[src/rtl/mpio_pkg.sv]
package mpio_pkg;

  localparam int MODE_W = 3;

  typedef logic [MODE_W-1:0] mode_t;

  typedef enum logic [2:0] {
    SEL_NONE,
    SEL_DIR,
    SEL_DAT,
    SEL_PIN,
    SEL_PU,
    SEL_OD
  } reg_sel_e;

  // Expanded modes: low pins carry the address
  function automatic logic addr_mode(input mode_t m);
    return (m == 3'd4) || (m == 3'd5);
  endfunction

  // Single-chip style modes: direction bits alone decide
  function automatic logic gp_mode(input mode_t m);
    return (m == 3'd1) || (m == 3'd2) || (m == 3'd3) || (m == 3'd7);
  endfunction

endpackage

[src/rtl/mpio_regs.sv]
module mpio_regs
  import mpio_pkg::*;
#(
  parameter int W = 8,
  parameter int AW = 16,
  parameter logic [AW-1:0] A_DIR = 16'hFEB9,
  parameter logic [AW-1:0] A_DAT = 16'hFF69,
  parameter logic [AW-1:0] A_PIN = 16'hFF59,
  parameter logic [AW-1:0] A_PU  = 16'hFF70,
  parameter logic [AW-1:0] A_OD  = 16'hFF77
) (
  input  logic          clk,
  input  logic          por_rst,
  input  logic          man_rst,
  input  logic          hw_stby,
  input  logic [AW-1:0] bus_addr,
  input  logic          bus_wr,
  input  logic [W-1:0]  bus_wdata,
  output reg_sel_e      sel,
  output logic [W-1:0]  dir_q,
  output logic [W-1:0]  dat_q,
  output logic [W-1:0]  pu_q,
  output logic [W-1:0]  od_q
);

  always_comb begin
    sel = SEL_NONE;
    if      (bus_addr == A_DIR) sel = SEL_DIR;
    else if (bus_addr == A_DAT) sel = SEL_DAT;
    else if (bus_addr == A_PIN) sel = SEL_PIN;
    else if (bus_addr == A_PU)  sel = SEL_PU;
    else if (bus_addr == A_OD)  sel = SEL_OD;
  end

  // Direction: cleared only by power-on reset or hardware standby
  always_ff @(posedge clk) begin
    if (por_rst || hw_stby) begin
      dir_q <= '0;
    end else if (!man_rst && bus_wr && sel == SEL_DIR) begin
      dir_q <= bus_wdata;
    end
  end

  always_ff @(posedge clk) begin
    if (por_rst || hw_stby || man_rst) begin
      dat_q <= '0;
      pu_q  <= '0;
      od_q  <= '0;
    end else if (bus_wr) begin
      case (sel)
        SEL_DAT: dat_q <= bus_wdata;
        SEL_PU:  pu_q  <= bus_wdata;
        SEL_OD:  od_q  <= bus_wdata;
        default: ;
      endcase
    end
  end

  // power-on reset or hardware standby leaves every register cleared
  a_r4_regs_cleared: assert property (@(posedge clk) disable iff (man_rst)
    (por_rst || hw_stby) |=> (dir_q == '0 && dat_q == '0 && pu_q == '0 && od_q == '0));

  // manual reset keeps the direction register
  a_r5_dir_kept: assert property (@(posedge clk) disable iff (por_rst || hw_stby)
    man_rst |=> (dir_q == $past(dir_q)));

endmodule

[src/rtl/mpio_pin_fn.sv]
module mpio_pin_fn
  import mpio_pkg::*;
#(
  parameter int W = 8,
  parameter int ADDR_FIXED = 5
) (
  input  mode_t        mode,
  input  logic [W-1:0] dir_q,
  output logic [W-1:0] is_addr,
  output logic [W-1:0] is_gpo
);

  logic am;
  logic gm;

  assign am = addr_mode(mode);
  assign gm = gp_mode(mode);

  for (genvar i = 0; i < W; i++) begin : g_pin
    if (i < ADDR_FIXED) begin : g_fixed
      assign is_addr[i] = am;
    end else begin : g_sel
      assign is_addr[i] = am & dir_q[i];
    end
    assign is_gpo[i] = gm & dir_q[i];
  end

endmodule

[src/rtl/mpio_pad_drv.sv]
module mpio_pad_drv #(
  parameter int W = 8
) (
  input  logic         clk,
  input  logic         por_rst,
  input  logic         man_rst,
  input  logic         hw_stby,
  input  logic         sw_stby,
  input  logic         hold_en,
  input  logic [W-1:0] is_addr,
  input  logic [W-1:0] is_gpo,
  input  logic [W-1:0] dat_q,
  input  logic [W-1:0] od_q,
  input  logic [W-1:0] pu_q,
  input  logic [W-1:0] addr_bus,
  output logic [W-1:0] pad_out,
  output logic [W-1:0] pad_oe,
  output logic [W-1:0] pad_pu
);

  for (genvar i = 0; i < W; i++) begin : g_pad
    always_ff @(posedge clk) begin
      if (por_rst || man_rst || hw_stby) begin
        pad_out[i] <= 1'b0;
        pad_oe[i]  <= 1'b0;
        pad_pu[i]  <= 1'b0;
      end else if (is_addr[i]) begin
        pad_pu[i] <= 1'b0;
        if (sw_stby) begin
          pad_oe[i]  <= hold_en;
          pad_out[i] <= hold_en ? pad_out[i] : 1'b0;
        end else begin
          pad_oe[i]  <= 1'b1;
          pad_out[i] <= addr_bus[i];
        end
      end else if (is_gpo[i]) begin
        pad_pu[i] <= 1'b0;
        if (od_q[i]) begin
          pad_out[i] <= 1'b0;
          pad_oe[i]  <= ~dat_q[i];
        end else begin
          pad_out[i] <= dat_q[i];
          pad_oe[i]  <= 1'b1;
        end
      end else begin
        pad_out[i] <= 1'b0;
        pad_oe[i]  <= 1'b0;
        pad_pu[i]  <= pu_q[i];
      end
    end
  end

  // hardware standby parks every pad
  a_r4_hw_stby_parked: assert property (@(posedge clk) disable iff (por_rst)
    hw_stby |=> (pad_oe == '0 && pad_pu == '0 && pad_out == '0));

  // a driven pad never has its pull-up on
  a_r11_pu_not_driven: assert property (@(posedge clk) disable iff (por_rst)
    (pad_pu & pad_oe) == '0);

  // in software standby with hold, address pins keep their value
  a_r9_hold_value: assert property (@(posedge clk) disable iff (por_rst)
    (sw_stby && hold_en && !man_rst && !hw_stby)
      |=> ((pad_out & $past(is_addr)) == ($past(pad_out) & $past(is_addr))));

endmodule

[src/rtl/mpio_rd_mux.sv]
module mpio_rd_mux
  import mpio_pkg::*;
#(
  parameter int W = 8
) (
  input  logic         clk,
  input  logic         por_rst,
  input  logic         man_rst,
  input  logic         hw_stby,
  input  logic         bus_rd,
  input  reg_sel_e     sel,
  input  logic [W-1:0] dat_q,
  input  logic [W-1:0] pu_q,
  input  logic [W-1:0] od_q,
  input  logic [W-1:0] is_gpo,
  input  logic [W-1:0] pad_in,
  output logic [W-1:0] bus_rdata
);

  logic [W-1:0] pin_val;
  logic [W-1:0] rd_next;

  assign pin_val = (is_gpo & dat_q) | (~is_gpo & pad_in);

  always_comb begin
    rd_next = '0;
    if (bus_rd) begin
      case (sel)
        SEL_DIR: rd_next = '1;
        SEL_DAT: rd_next = dat_q;
        SEL_PIN: rd_next = pin_val;
        SEL_PU:  rd_next = pu_q;
        SEL_OD:  rd_next = od_q;
        default: rd_next = '0;
      endcase
    end
  end

  always_ff @(posedge clk) begin
    if (por_rst || man_rst || hw_stby) bus_rdata <= '0;
    else                               bus_rdata <= rd_next;
  end

  // direction reads return all ones
  a_r2_dir_read_ones: assert property (@(posedge clk) disable iff (por_rst)
    (bus_rd && sel == SEL_DIR && !man_rst && !hw_stby) |=> (bus_rdata == '1));

  // no strobe, no data
  a_r13_idle_zero: assert property (@(posedge clk) disable iff (por_rst)
    !bus_rd |=> (bus_rdata == '0));

endmodule

[src/rtl/mpio_port.sv]
module mpio_port
  import mpio_pkg::*;
#(
  parameter int W = 8,
  parameter int AW = 16,
  parameter int ADDR_FIXED = 5,
  parameter logic [AW-1:0] A_DIR = 16'hFEB9,
  parameter logic [AW-1:0] A_DAT = 16'hFF69,
  parameter logic [AW-1:0] A_PIN = 16'hFF59,
  parameter logic [AW-1:0] A_PU  = 16'hFF70,
  parameter logic [AW-1:0] A_OD  = 16'hFF77
) (
  input  logic          clk,
  input  logic          por_rst,
  input  logic          man_rst,
  input  logic          hw_stby,
  input  logic          sw_stby,
  input  logic          hold_en,
  input  logic [2:0]    mode,
  input  logic [AW-1:0] bus_addr,
  input  logic          bus_wr,
  input  logic          bus_rd,
  input  logic [W-1:0]  bus_wdata,
  output logic [W-1:0]  bus_rdata,
  input  logic [W-1:0]  addr_bus,
  input  logic [W-1:0]  pad_in,
  output logic [W-1:0]  pad_out,
  output logic [W-1:0]  pad_oe,
  output logic [W-1:0]  pad_pu
);

  localparam int AF = (ADDR_FIXED < W) ? ADDR_FIXED : W;

  reg_sel_e     sel;
  logic [W-1:0] dir_q;
  logic [W-1:0] dat_q;
  logic [W-1:0] pu_q;
  logic [W-1:0] od_q;
  logic [W-1:0] is_addr;
  logic [W-1:0] is_gpo;

  mpio_regs #(
    .W(W), .AW(AW), .A_DIR(A_DIR), .A_DAT(A_DAT),
    .A_PIN(A_PIN), .A_PU(A_PU), .A_OD(A_OD)
  ) u_regs (
    .clk(clk), .por_rst(por_rst), .man_rst(man_rst), .hw_stby(hw_stby),
    .bus_addr(bus_addr), .bus_wr(bus_wr), .bus_wdata(bus_wdata),
    .sel(sel), .dir_q(dir_q), .dat_q(dat_q), .pu_q(pu_q), .od_q(od_q)
  );

  mpio_pin_fn #(.W(W), .ADDR_FIXED(AF)) u_fn (
    .mode(mode), .dir_q(dir_q), .is_addr(is_addr), .is_gpo(is_gpo)
  );

  mpio_pad_drv #(.W(W)) u_pad (
    .clk(clk), .por_rst(por_rst), .man_rst(man_rst), .hw_stby(hw_stby),
    .sw_stby(sw_stby), .hold_en(hold_en), .is_addr(is_addr), .is_gpo(is_gpo),
    .dat_q(dat_q), .od_q(od_q), .pu_q(pu_q), .addr_bus(addr_bus),
    .pad_out(pad_out), .pad_oe(pad_oe), .pad_pu(pad_pu)
  );

  mpio_rd_mux #(.W(W)) u_rd (
    .clk(clk), .por_rst(por_rst), .man_rst(man_rst), .hw_stby(hw_stby),
    .bus_rd(bus_rd), .sel(sel), .dat_q(dat_q), .pu_q(pu_q), .od_q(od_q),
    .is_gpo(is_gpo), .pad_in(pad_in), .bus_rdata(bus_rdata)
  );

  // in expanded modes the fixed pins follow the address bus
  a_r7_fixed_addr: assert property (@(posedge clk) disable iff (por_rst)
    (addr_mode(mode) && !sw_stby && !hw_stby && !man_rst)
      |=> (pad_oe[AF-1:0] == '1 && pad_out[AF-1:0] == $past(addr_bus[AF-1:0])));

  // modes with no function for the port leave every pin undriven
  a_r12_idle_modes: assert property (@(posedge clk) disable iff (por_rst)
    (mode == 3'd0 || mode == 3'd6) |=> (pad_oe == '0));

endmodule

[config.mk]
export PLATFORM = sky130hd
export DESIGN_NAME = mpio_port
export DESIGN_NICKNAME = d
export VERILOG_FILES = /design/src/rtl/mpio_pkg.sv /design/src/rtl/mpio_regs.sv /design/src/rtl/mpio_pin_fn.sv /design/src/rtl/mpio_pad_drv.sv /design/src/rtl/mpio_rd_mux.sv /design/src/rtl/mpio_port.sv
export SDC_FILE = /design/constraint.sdc
export NUM_CORES = 1
export LEC_CHECK = 0
export ABC_CLOCK_PERIOD_IN_PS = 3150
export BUFFER_PORTS_ARGS = -buffer_cell sky130_fd_sc_hd__buf_2
export CAP_MARGIN = 10
export CORE_ASPECT_RATIO = 0.7
export CORE_UTILIZATION = 45
export CTS_BUF_LIST = sky130_fd_sc_hd__clkbuf_4 sky130_fd_sc_hd__clkbuf_8 sky130_fd_sc_hd__clkbuf_16
export DETAILED_ROUTE_END_ITERATION = 7
export HOLD_SLACK_MARGIN = 0.15
export PLACE_DENSITY_LB_ADDON = 0.2
export SLEW_MARGIN = 20
export SYNTH_ARGS = -nofsm -noshare
export SYNTH_HDL_FRONTEND = slang
export SYNTH_HIERARCHICAL = 1
export SYNTH_SLANG_ARGS = --single-unit
[constraint.sdc]
create_clock -name clk -period 3.15 [get_ports clk]
set_input_delay 0.4725 -clock clk [delete_from_list [all_inputs] [get_ports clk]]
set_output_delay 0.4725 -clock clk [all_outputs]
set_load 0.01 [all_outputs]
==> metrics.cfg, run 1 <==
[run_status]
outcome = finished clean

[placed_design]
portBuffers = 82
place.gp.congestion = 0.885
hpwl_mm = 6.70
pre_cts_slack_ns = 0.429

[cts]
clock_latency_ns = 0.34
cts_tree = done
cts_resized = 0
cts-root-buf = clkbuf_8
clock_sinks = 64
numCtsBuffers = 9
htree_levels = 3
cts_setup_buffers = 0
ctsHoldBuffers = 0
clk_pin_slew_ns = 0.07
clockBufferDepth = 2

[sta]
skew_ns = 0.00770
finalSetupTns_ns = 0
period_needed_ns = 2.42
worst_pin_slew_ns = 1.08
rsz0062_at_grt = no
slew_viol_final = 0
setup_slack_ns = 0.733
finalSetupViolCount = 0
period_share_pct = 76.7
hold_viol = 0
fmax_mhz = 414
relSlewSlack_pct = 27.8

[critical_path]
crit_path_start_kind = primary input
crit_family = simple AND/OR/NAND/NOR gates
critPathCaptureType = flip-flop
arrival_ns = 2.62
rr_startpoint = u_regs/dir_q[0]$_SDFFE_PP0P_
r2r_cells = 5
r2r_slack_ns = 1.76
crit_type = primary input to flip-flop
r2r_end = u_rd/bus_rdata[0]$_SDFF_PP0_
cpMostUsedCell = a21oi_1
cpPeakStageDelay_ns = 0.55
worst-path-buf-inv = 3
crit_path_cell_trace = buf_2, or4b_1, a211oi_2, o21ai_0, inv_1, buf_4, nand2b_1, a21oi_1, a21oi_1, a21oi_1
required_ns = 3.35
slowest_stage = or4b_1
crit_fanout = 23

[logic_synthesis]
yosys.area_share.simple_pct = 27.0
synthXorXnorAreaFrac_pct = 0.256
yosysUniqueCellTypes = 53
yosysWarningCount = 6
synth-edff-count = 0
syn_avg_cell_area_um2 = 8.73
synth.largest_area_cell = dfxtp_1
synth_mux_area_share_pct = 6.22
synth_nets = 443
synth_compound_area_share_pct = 21.9
ys.flop_type = dfxtp_1
synthAdderAreaFrac_pct = 0
synth.cell_area_um2 = 3420
synthTopCellsByArea = dfxtp_1 (37%), a21oi_1 (7.0%), nand2_1 (5.6%)
yosysTopAreaCellShare_pct = 37.5
ys_ff_latch = 64
ys_seq_area_share_pct = 37.5
synth_cells = 392
synth_top_family_by_area = simple AND/OR/NAND/NOR gates
synthArstFlopShare_pct = 0

[route]
antenna_left = 0
firstDrtPassIters = 4
wirelength_mm = 9.42
drc_errors = 0
wl_per_cell_um = 16.6
drt_iter0_markers = 226
vias = 3197
via_per_inst = 5.63

[floorplan]
start_util_pct = 46.7
core_region_area_um2 = 7320
die_w_um = 106
fp-row-count = 26
dieArea_um2 = 7960
ios = 83
die_height_um = 74.9

[power_and_ir_drop]
power_switching_share_pct = 23.3
power_frac_seq_pct = 49.7
p_leak_nw = 1.50
share_comb_of_total_power_pct = 7.0
ir_worst_vdd_uv = 225
p_int_mw = 1.25
cellPowerDensity_nw_per_um2 = 405
p_switching_mw = 0.380
clockPowerShare_pct = 43.3
design_power_total_mw = 1.63

[min_path]
whs_endpoint = u_regs/pu_q[0]$_SDFFE_PP0P_
hold_class = primary input to flip-flop
hp-start = bus_wdata[0]
worstHoldPathCells = 3

[finish]
layout_commonest_cell = buf_2
finalNetCount = 517
final_cell_mix = buf_2 (82), dfxtp_1 (64), nand2_1 (51), a21oi_1 (48), nand3_1 (27)
n_antenna_cell = 0
drive_gt1_share_pct = 28.7
utilization_pct = 55.0
syn2layout_area_growth_pct = 17.7

[flow_run]
maxCapViolations = 0

[grt]
use_met2_pct = 39.0
use_met3_pct = 8.57
grt_first_pass_wirelength_mm = 14.7
use_met1_pct = 32.4
grt_max_degree = 25
grt_overflow = 0
grt_busiest_layer = met2
grt_usage_pct = 24.7
antenna_found_initial = 0
grt_pass1_vias = 2836

==> registers in the layout (all words and copies together) (netlist names) <==
| name | cells |
|---|---|
| u_pad/pad_out | 8 |
| u_pad/pad_oe | 8 |
| u_regs/dir_q | 8 |
| u_regs/od_q | 8 |
| u_rd/bus_rdata | 8 |
| u_pad/pad_pu | 8 |
| u_regs/pu_q | 8 |
| u_regs/dat_q | 8 |
==> area by class of cell <==
| class | instances | area (um2) |
|---|---|---|
| Multi-Input combinational cell | 285 | 1890 |
| Sequential cell | 64 | 1280 |
| Fill cell | 707 | 3290 |
| Clock buffer | 12 | 153 |
| Tap cell | 98 | 123 |
| Clock inverter | 3 | 42.5 |
| Inverter | 15 | 56.3 |
| Timing Repair Buffer | 91 | 478 |
==> how the worst max path moves through the flow <==
stage                 from                      endpoint  slack, ns  cells after the start
3_5_place_dp   bus_addr[1]  u_rd/bus_rdata[4]$_SDFF_PP0_       0.43                      9
3_3_place_gp   bus_addr[1]  u_rd/bus_rdata[2]$_SDFF_PP0_       0.50                      9
2_1_floorplan  bus_addr[1]  u_rd/bus_rdata[2]$_SDFF_PP0_       0.69                      8
5_1_grt        bus_addr[1]  u_rd/bus_rdata[2]$_SDFF_PP0_       0.57                     10
6_report       bus_addr[1]  u_rd/bus_rdata[4]$_SDFF_PP0_       0.73                     10
4_1_cts        bus_addr[1]  u_rd/bus_rdata[4]$_SDFF_PP0_       0.79                      9
==> through the flow <==
step	hold WS, ns	std cells	instance area [um2]
after floorplan	0.444	392	3420
after global placement	0.470	553	3830
after detailed placement	0.480	553	3830
after CTS	0.388	568	4030
after global routing	0.399	568	4030
final	0.401	568	4030
==> cell usage after synthesis (3+ instances only) <==
library cell and number:
dfxtp_1 64, mux2i_1 19, nor2b_1 3, nand2b_1 17
nor3b_1 5, o2bb2ai_2 8, nor4b_4 4, nor2_1 14
buf_2 6, nand3b_1 10, nand2_1 51, nor4b_1 4
and2_1 3, o31ai_1 6, or3_1 6, a311oi_1 8
buf_6 4, nand3_1 27, a21oi_1 48, a31oi_1 8
clkbuf_1 8, o21ai_0 13, buf_4 7, inv_1 14
==> worst register-to-register path: cells and delay by family (launching register included) <==
family	cells	cell delay, ns
AO/OA/AOI/OAI	3	0.75
multiplexers	1	0.12
flip-flops	1	0.37
AND/OR/NAND/NOR	1	0.08
==> power by group through the flow <==
stage / clock [mW] / sequential, mW / combinational, mW
after floorplan: 0 / 0.831 / 0.0634
after global placement: 0 / 0.830 / 0.111
after detailed placement: 0 / 0.830 / 0.113
after CTS: 0.722 / 0.811 / 0.114
after global routing: 0.763 / 0.811 / 0.124
final: 0.707 / 0.811 / 0.115
==> routing by layer <==
metal / wire, um / share of wire [%] / vias up
met1: 4440 / 47 / 1500
met4: 117 / 1.2 / 0
met5: 0 / 0 / -
met3: 719 / 7.6 / 10
li1: - / - / 1559
met2: 4150 / 44 / 128
==> cell families after synthesis <==
family | count (synthesis)
AO/OA/AOI/OAI | 105
XOR/XNOR | 1
buffers and inverters | 43
flip-flops | 64
multiplexers | 21
AND/OR/NAND/NOR | 158
Power figures use the tool's default switching activity.
==> run 2: changes to the inputs <==
ABC_CLOCK_PERIOD_IN_PS = 2100   (was 3150)
clock period = 2.1 ns   (was 3.15 ns; I/O delays follow)
==> metrics.cfg, run 2 (synthesized netlist as in run 1, its figures left out) <==
[sta]
period_share_pct = 92.4
slew_viol_final = 0  ; unchanged
relSlewSlack_pct = 25.2  ; was 27.8%
rsz0062_at_grt = no  ; unchanged
period_needed_ns = 1.94
skew_ns = 0.00625  ; was 0.00770 ns
finalSetupViolCount = 0  ; unchanged
fmax_mhz = 516
worst_pin_slew_ns = 1.12  ; was 1.08 ns
hold_viol = 0  ; unchanged

[grt]
grt_usage_pct = 25.7  ; was 24.7%
grt_max_degree = 26  ; was 25
grt_pass1_vias = 3028  ; was 2836
grt_overflow = 0  ; unchanged
antenna_found_initial = 0  ; unchanged
grt_first_pass_wirelength_mm = 15.5  ; was 14.7 mm

[placed_design]
place.gp.congestion = 0.859  ; was 0.885
portBuffers = 82  ; unchanged
place_area_um2 = 4060  ; was 3830 um2
hpwl_mm = 7.04  ; was 6.70 mm

[finish]
finalNetCount = 534  ; was 517
drive_gt1_share_pct = 32.2  ; was 28.7%
layout_commonest_cell = buf_2  ; unchanged
final_cell_mix = buf_2 (82), dfxtp_1 (64), nand2_1 (51), a21oi_1 (46), nand3_1 (26)  ; was buf_2 (82), dfxtp_1 (64), nand2_1 (51), a21oi_1 (48), nand3_1 (27)
utilization_pct = 58.8  ; was 55.0%
num-fill-cells = 681  ; was 707
n_antenna_cell = 0  ; unchanged
syn2layout_area_growth_pct = 25.8  ; was 17.7%
stdcell_area_um2 = 4300  ; was 4030 um2

[route]
via_per_inst = 5.59  ; was 5.63
met1Wirelength_mm = 4.36  ; was 4.44 mm
wl_per_cell_um = 16.6  ; about the same
wl_met3_um = 844  ; was 719 um
drc_errors = 0  ; unchanged
wirelength_mm = 9.70  ; was 9.42 mm
vias = 3277  ; was 3197
top_layer = met4  ; unchanged
drt_iter0_markers = 218  ; was 226
antenna_left = 0  ; unchanged
met2_length_mm = 4.36  ; was 4.15 mm
firstDrtPassIters = 5  ; was 4

[floorplan]
die_w_um = 106  ; unchanged
core_region_area_um2 = 7320  ; unchanged
ios = 83  ; unchanged
dieArea_um2 = 7960  ; unchanged
start_util_pct = 46.7  ; unchanged
fp-row-count = 26  ; unchanged
die_height_um = 74.9  ; unchanged

[power_and_ir_drop]
p_leak_nw = 1.63  ; was 1.50 nW
ir_worst_vdd_uv = 306  ; was 225 uV
cellPowerDensity_nw_per_um2 = 616  ; was 405 nW/um2

[cts]
clock_latency_ns = 0.34  ; about the same
clockBufferDepth = 2  ; unchanged
cts_resized = 0  ; unchanged
htree_levels = 3  ; unchanged
cts-root-buf = clkbuf_8  ; unchanged
clk_pin_slew_ns = 0.07  ; about the same
clock_sinks = 64  ; unchanged
numCtsBuffers = 9  ; unchanged
cts_tree = done  ; unchanged
cts_setup_buffers = 0  ; unchanged
ctsHoldBuffers = 0  ; unchanged

[flow_run]
maxCapViolations = 0  ; unchanged

[run_status]
outcome = finished clean  ; unchanged

[critical_path]
crit_path_cell_trace = buf_2, nor2b_1, o2bb2ai_2, nand2b_1, mux2i_1, nor3b_1, o21a_1  ; was buf_2, or4b_1, a211oi_2, o21ai_0, inv_1, buf_4, nand2b_1, a21oi_1, a21oi_1, a21oi_1
worst-path-buf-inv = 1  ; was 3
cpPeakStageDelay_ns = 0.87  ; was 0.55 ns
critPathCaptureType = flip-flop  ; unchanged
slowest_stage = nor2b_1  ; was or4b_1
required_ns = 2.38  ; was 3.35 ns
crit_fanout = 8  ; was 23
arrival_ns = 2.22  ; was 2.62 ns
r2r_slack_ns = 0.67  ; was 1.76 ns
crit_family = simple AND/OR/NAND/NOR gates  ; unchanged
crit_path_start_kind = primary input  ; unchanged
crit_type = primary input to flip-flop  ; unchanged

[min_path]
hold_class = primary input to flip-flop  ; unchanged

==> run 2: changes by cell type in the layout (fill, tap and decap cells not counted), moves of 2 or more <==
cell / change
buf_4: +11
buf_12: +6
a21oi_1: -2
a21oi_2: +2
clkbuf_8: +2
mux2_2: -2
mux2_4: +2
==> run 2: layer usage <==
layer	vias to the layer above	global-route usage, %
li1	1598	-
met4	0	8.33
met3	13	6.32
met5	-	0
met1	1523	33.7
met2	143	42.1
==> run 2: final cells by class <==
type                            instances  area [um2]  share of cell area, %
Multi-Input combinational cell        285        1920                   44.7
Sequential cell                        64        1280                   29.8
Clock inverter                          2        60.1                   1.40
Clock buffer                           14         180                   4.19
Inverter                               15        56.3                   1.31
Timing Repair Buffer                  108         681                   15.8
Tap cell                               98         123                   2.85
==> run 2: final timing paths <==
check	from	endpoint	cells after the start
setup / recovery	mode[2]	u_rd/bus_rdata[6]$_SDFF_PP0_	7
hold / removal	addr_bus[0]	u_pad/pad_out[0]$_SDFFE_PP0P_	3
setup reg to reg	u_regs/dir_q[6]$_SDFFE_PP0P_	u_rd/bus_rdata[6]$_SDFF_PP0_	6
hold reg to reg	u_regs/pu_q[5]$_SDFFE_PP0P_	u_regs/pu_q[5]$_SDFFE_PP0P_	2
==> run 2: tightest hold or removal path, stage by stage <==
cell and delay, ns:
buf_2 0.09, nand2b_1 0.05, a311oi_1 0.08
==> run 2: metrics by stage <==
step,power (mW),setup WS (ns),hold slack (ns),std cells,setup TNS (ns)
floorplan,1.34,-0.0275,0.446,392,-0.0550
global placement,1.42,-0.123,0.473,570,-0.684
detailed placement,1.42,-0.150,0.472,570,-1.04
CTS,2.68,0.200,0.241,586,0
global route,2.75,0.0344,0.252,586,0
finish,2.65,0.160,0.255,586,0
==> run 2: where the power goes <==
part / leakage [nW] / internal, mW / switching [mW]
sequential: 0.516 / 1.22 / 0.000929
combinational: 0.994 / 0.0723 / 0.109
clock: 0.124 / 0.793 / 0.458
==> run 3: changes to the inputs <==
ABC_AREA = 0   (was unset)
CORE_ASPECT_RATIO = 1.5   (was 0.7)
==> metrics.cfg, run 3 (synthesized netlist as in run 1, its figures left out) <==
[finish]
final_cell_mix = buf_2 (82), dfxtp_1 (64), nand2_1 (51), a21oi_1 (46), nand3_1 (26)  ; unchanged
stdcell_count = 582  ; was 586
syn2layout_area_growth_pct = 23.2  ; was 25.8%
layout_commonest_cell = buf_2  ; unchanged
n_antenna_cell = 0  ; unchanged
finalNetCount = 528  ; was 534
drive_gt1_share_pct = 31.3  ; was 32.2%
num-fill-cells = 668  ; was 681

[floorplan]
fp-row-count = 38  ; was 26
dieArea_um2 = 7960  ; about the same
die_w_um = 73.2  ; was 106 um
start_util_pct = 47.0  ; was 46.7%
core_region_area_um2 = 7270  ; was 7320 um2
die_height_um = 109  ; was 74.9 um
ios = 83  ; unchanged

[placed_design]
dp_cells = 566  ; was 570
pre_cts_slack_ns = -0.122  ; was -0.150 ns
hpwl_mm = 6.38  ; was 7.04 mm
portBuffers = 82  ; unchanged
place.gp.congestion = 0.878  ; was 0.859

[sta]
fmax_mhz = 540  ; was 516 MHz
slew_viol_final = 0  ; unchanged
relSlewSlack_pct = 32.6  ; was 25.2%
finalSetupViolCount = 0  ; unchanged
worst_pin_slew_ns = 1.01  ; was 1.12 ns
rsz0062_at_grt = no  ; unchanged
skew_ns = 0.00669  ; was 0.00625 ns
setup_slack_ns = 0.247  ; was 0.160 ns
period_needed_ns = 1.85  ; was 1.94 ns
hold_viol = 0  ; unchanged
period_share_pct = 88.2  ; was 92.4%
hold_ws_ns = 0.237  ; was 0.255 ns

[grt]
use_met1_pct = 28.1  ; was 33.7%
grt_usage_pct = 22.9  ; was 25.7%
use_met2_pct = 36.6  ; was 42.1%
grt_overflow = 0  ; unchanged
use_met3_pct = 4.71  ; was 6.32%
grt_busiest_layer = met2  ; unchanged
grt_first_pass_wirelength_mm = 13.7  ; was 15.5 mm
grt_max_degree = 25  ; was 26
antenna_found_initial = 0  ; unchanged
grt_pass1_vias = 2855  ; was 3028

[route]
antenna_left = 0  ; unchanged
wirelength_mm = 8.43  ; was 9.70 mm
via_per_inst = 5.35  ; was 5.59
drt_iter0_markers = 199  ; was 218
wl_per_cell_um = 14.5  ; was 16.6 um
vias = 3112  ; was 3277
firstDrtPassIters = 5  ; unchanged
drc_errors = 0  ; unchanged

[critical_path]
required_ns = 2.32  ; was 2.38 ns
crit_type = primary input to flip-flop  ; unchanged
crit_path_start_kind = primary input  ; unchanged
critPathCaptureType = flip-flop  ; unchanged
arrival_ns = 2.07  ; was 2.22 ns
crit_fanout = 17  ; was 8

[power_and_ir_drop]
p_int_mw = 2.02  ; was 2.08 mW
share_comb_of_total_power_pct = 6.6  ; was 6.8%
power_switching_share_pct = 22.1  ; was 21.5%
p_leak_nw = 1.59  ; was 1.63 nW
p_switching_mw = 0.572  ; was 0.569 mW
cellPowerDensity_nw_per_um2 = 614  ; was 616 nW/um2
power_frac_seq_pct = 47.0  ; was 45.9%
clockPowerShare_pct = 46.4  ; was 47.2%
ir_worst_vdd_uv = 462  ; was 306 uV

[cts]
cts_setup_buffers = 0  ; unchanged
numCtsBuffers = 9  ; unchanged
clockBufferDepth = 2  ; unchanged
cts_tree = done  ; unchanged
clk_pin_slew_ns = 0.07  ; about the same
ctsHoldBuffers = 0  ; unchanged
cts_resized = 0  ; unchanged
clock_sinks = 64  ; unchanged
htree_levels = 3  ; unchanged
cts-root-buf = clkbuf_8  ; unchanged
clock_latency_ns = 0.35  ; was 0.34 ns

[min_path]
hold_class = primary input to flip-flop  ; unchanged

[run_status]
outcome = finished clean  ; unchanged

[flow_run]
maxCapViolations = 0  ; unchanged

## run 3: power groups by stage
stage	clock network (mW)	registers, mW	logic, mW
detailed placement	0	1.24	0.171
finish	1.20	1.22	0.171
global route	1.27	1.22	0.189
global placement	0	1.24	0.168
floorplan	0	1.25	0.0957
CTS	1.23	1.22	0.173
## run 3: worst paths after layout
| kind | from | endpoint | slack, ns | depth (start not counted) |
|---|---|---|---|---|
| hold reg to reg | u_regs/pu_q[4]$_SDFFE_PP0P_ | u_regs/pu_q[4]$_SDFFE_PP0P_ | 0.48 | 2 |
| setup / recovery | bus_addr[5] | u_rd/bus_rdata[7]$_SDFF_PP0_ | 0.25 | 10 |
| setup reg to reg | u_regs/dir_q[6]$_SDFFE_PP0P_ | u_rd/bus_rdata[6]$_SDFF_PP0_ | 0.71 | 6 |
| hold / removal | bus_wdata[4] | u_regs/pu_q[4]$_SDFFE_PP0P_ | 0.24 | 3 |
## run 3: per-layer routing
layer | up-vias | part of all wire, %
met5 | - | 0
met4 | 0 | 2.9
met3 | 20 | 4.4
met2 | 97 | 48
met1 | 1419 | 45
li1 | 1576 | -
## run 3: per-stage QoR
stage | setup TNS, ns | cell area (um2) | utilization [%] | power [mW]
5_1_grt | 0 | 4210 | 57.9 | 2.67
3_5_place_dp | -0.734 | 3980 | 54.8 | 1.42
3_3_place_gp | -0.440 | 3980 | 54.8 | 1.41
4_1_cts | 0 | 4210 | 57.9 | 2.62
2_1_floorplan | -0.0550 | 3460 | - | 1.34
6_report | 0 | 4210 | 57.9 | 2.59
## run 3: worst max-delay path: stages
cell and delay (ns):
buf_2 0.10, or4b_1 0.53, a211oi_2 0.23, o21ai_1 0.11
inv_1 0.12, buf_12 0.15, nand2b_1 0.21, a21oi_1 0.09
a21oi_1 0.12, a21oi_1 0.09
## run 3: layout make-up
type	instances	area (um2)	area share, %
multi-input combinational	285	1920	45.6
sequential	64	1280	30.4
timing repair buffer	102	598	14.2
clock buffer	11	151	3.59
tap	100	125	2.97
clock inverter	5	78.8	1.87
inverter	15	56.3	1.34
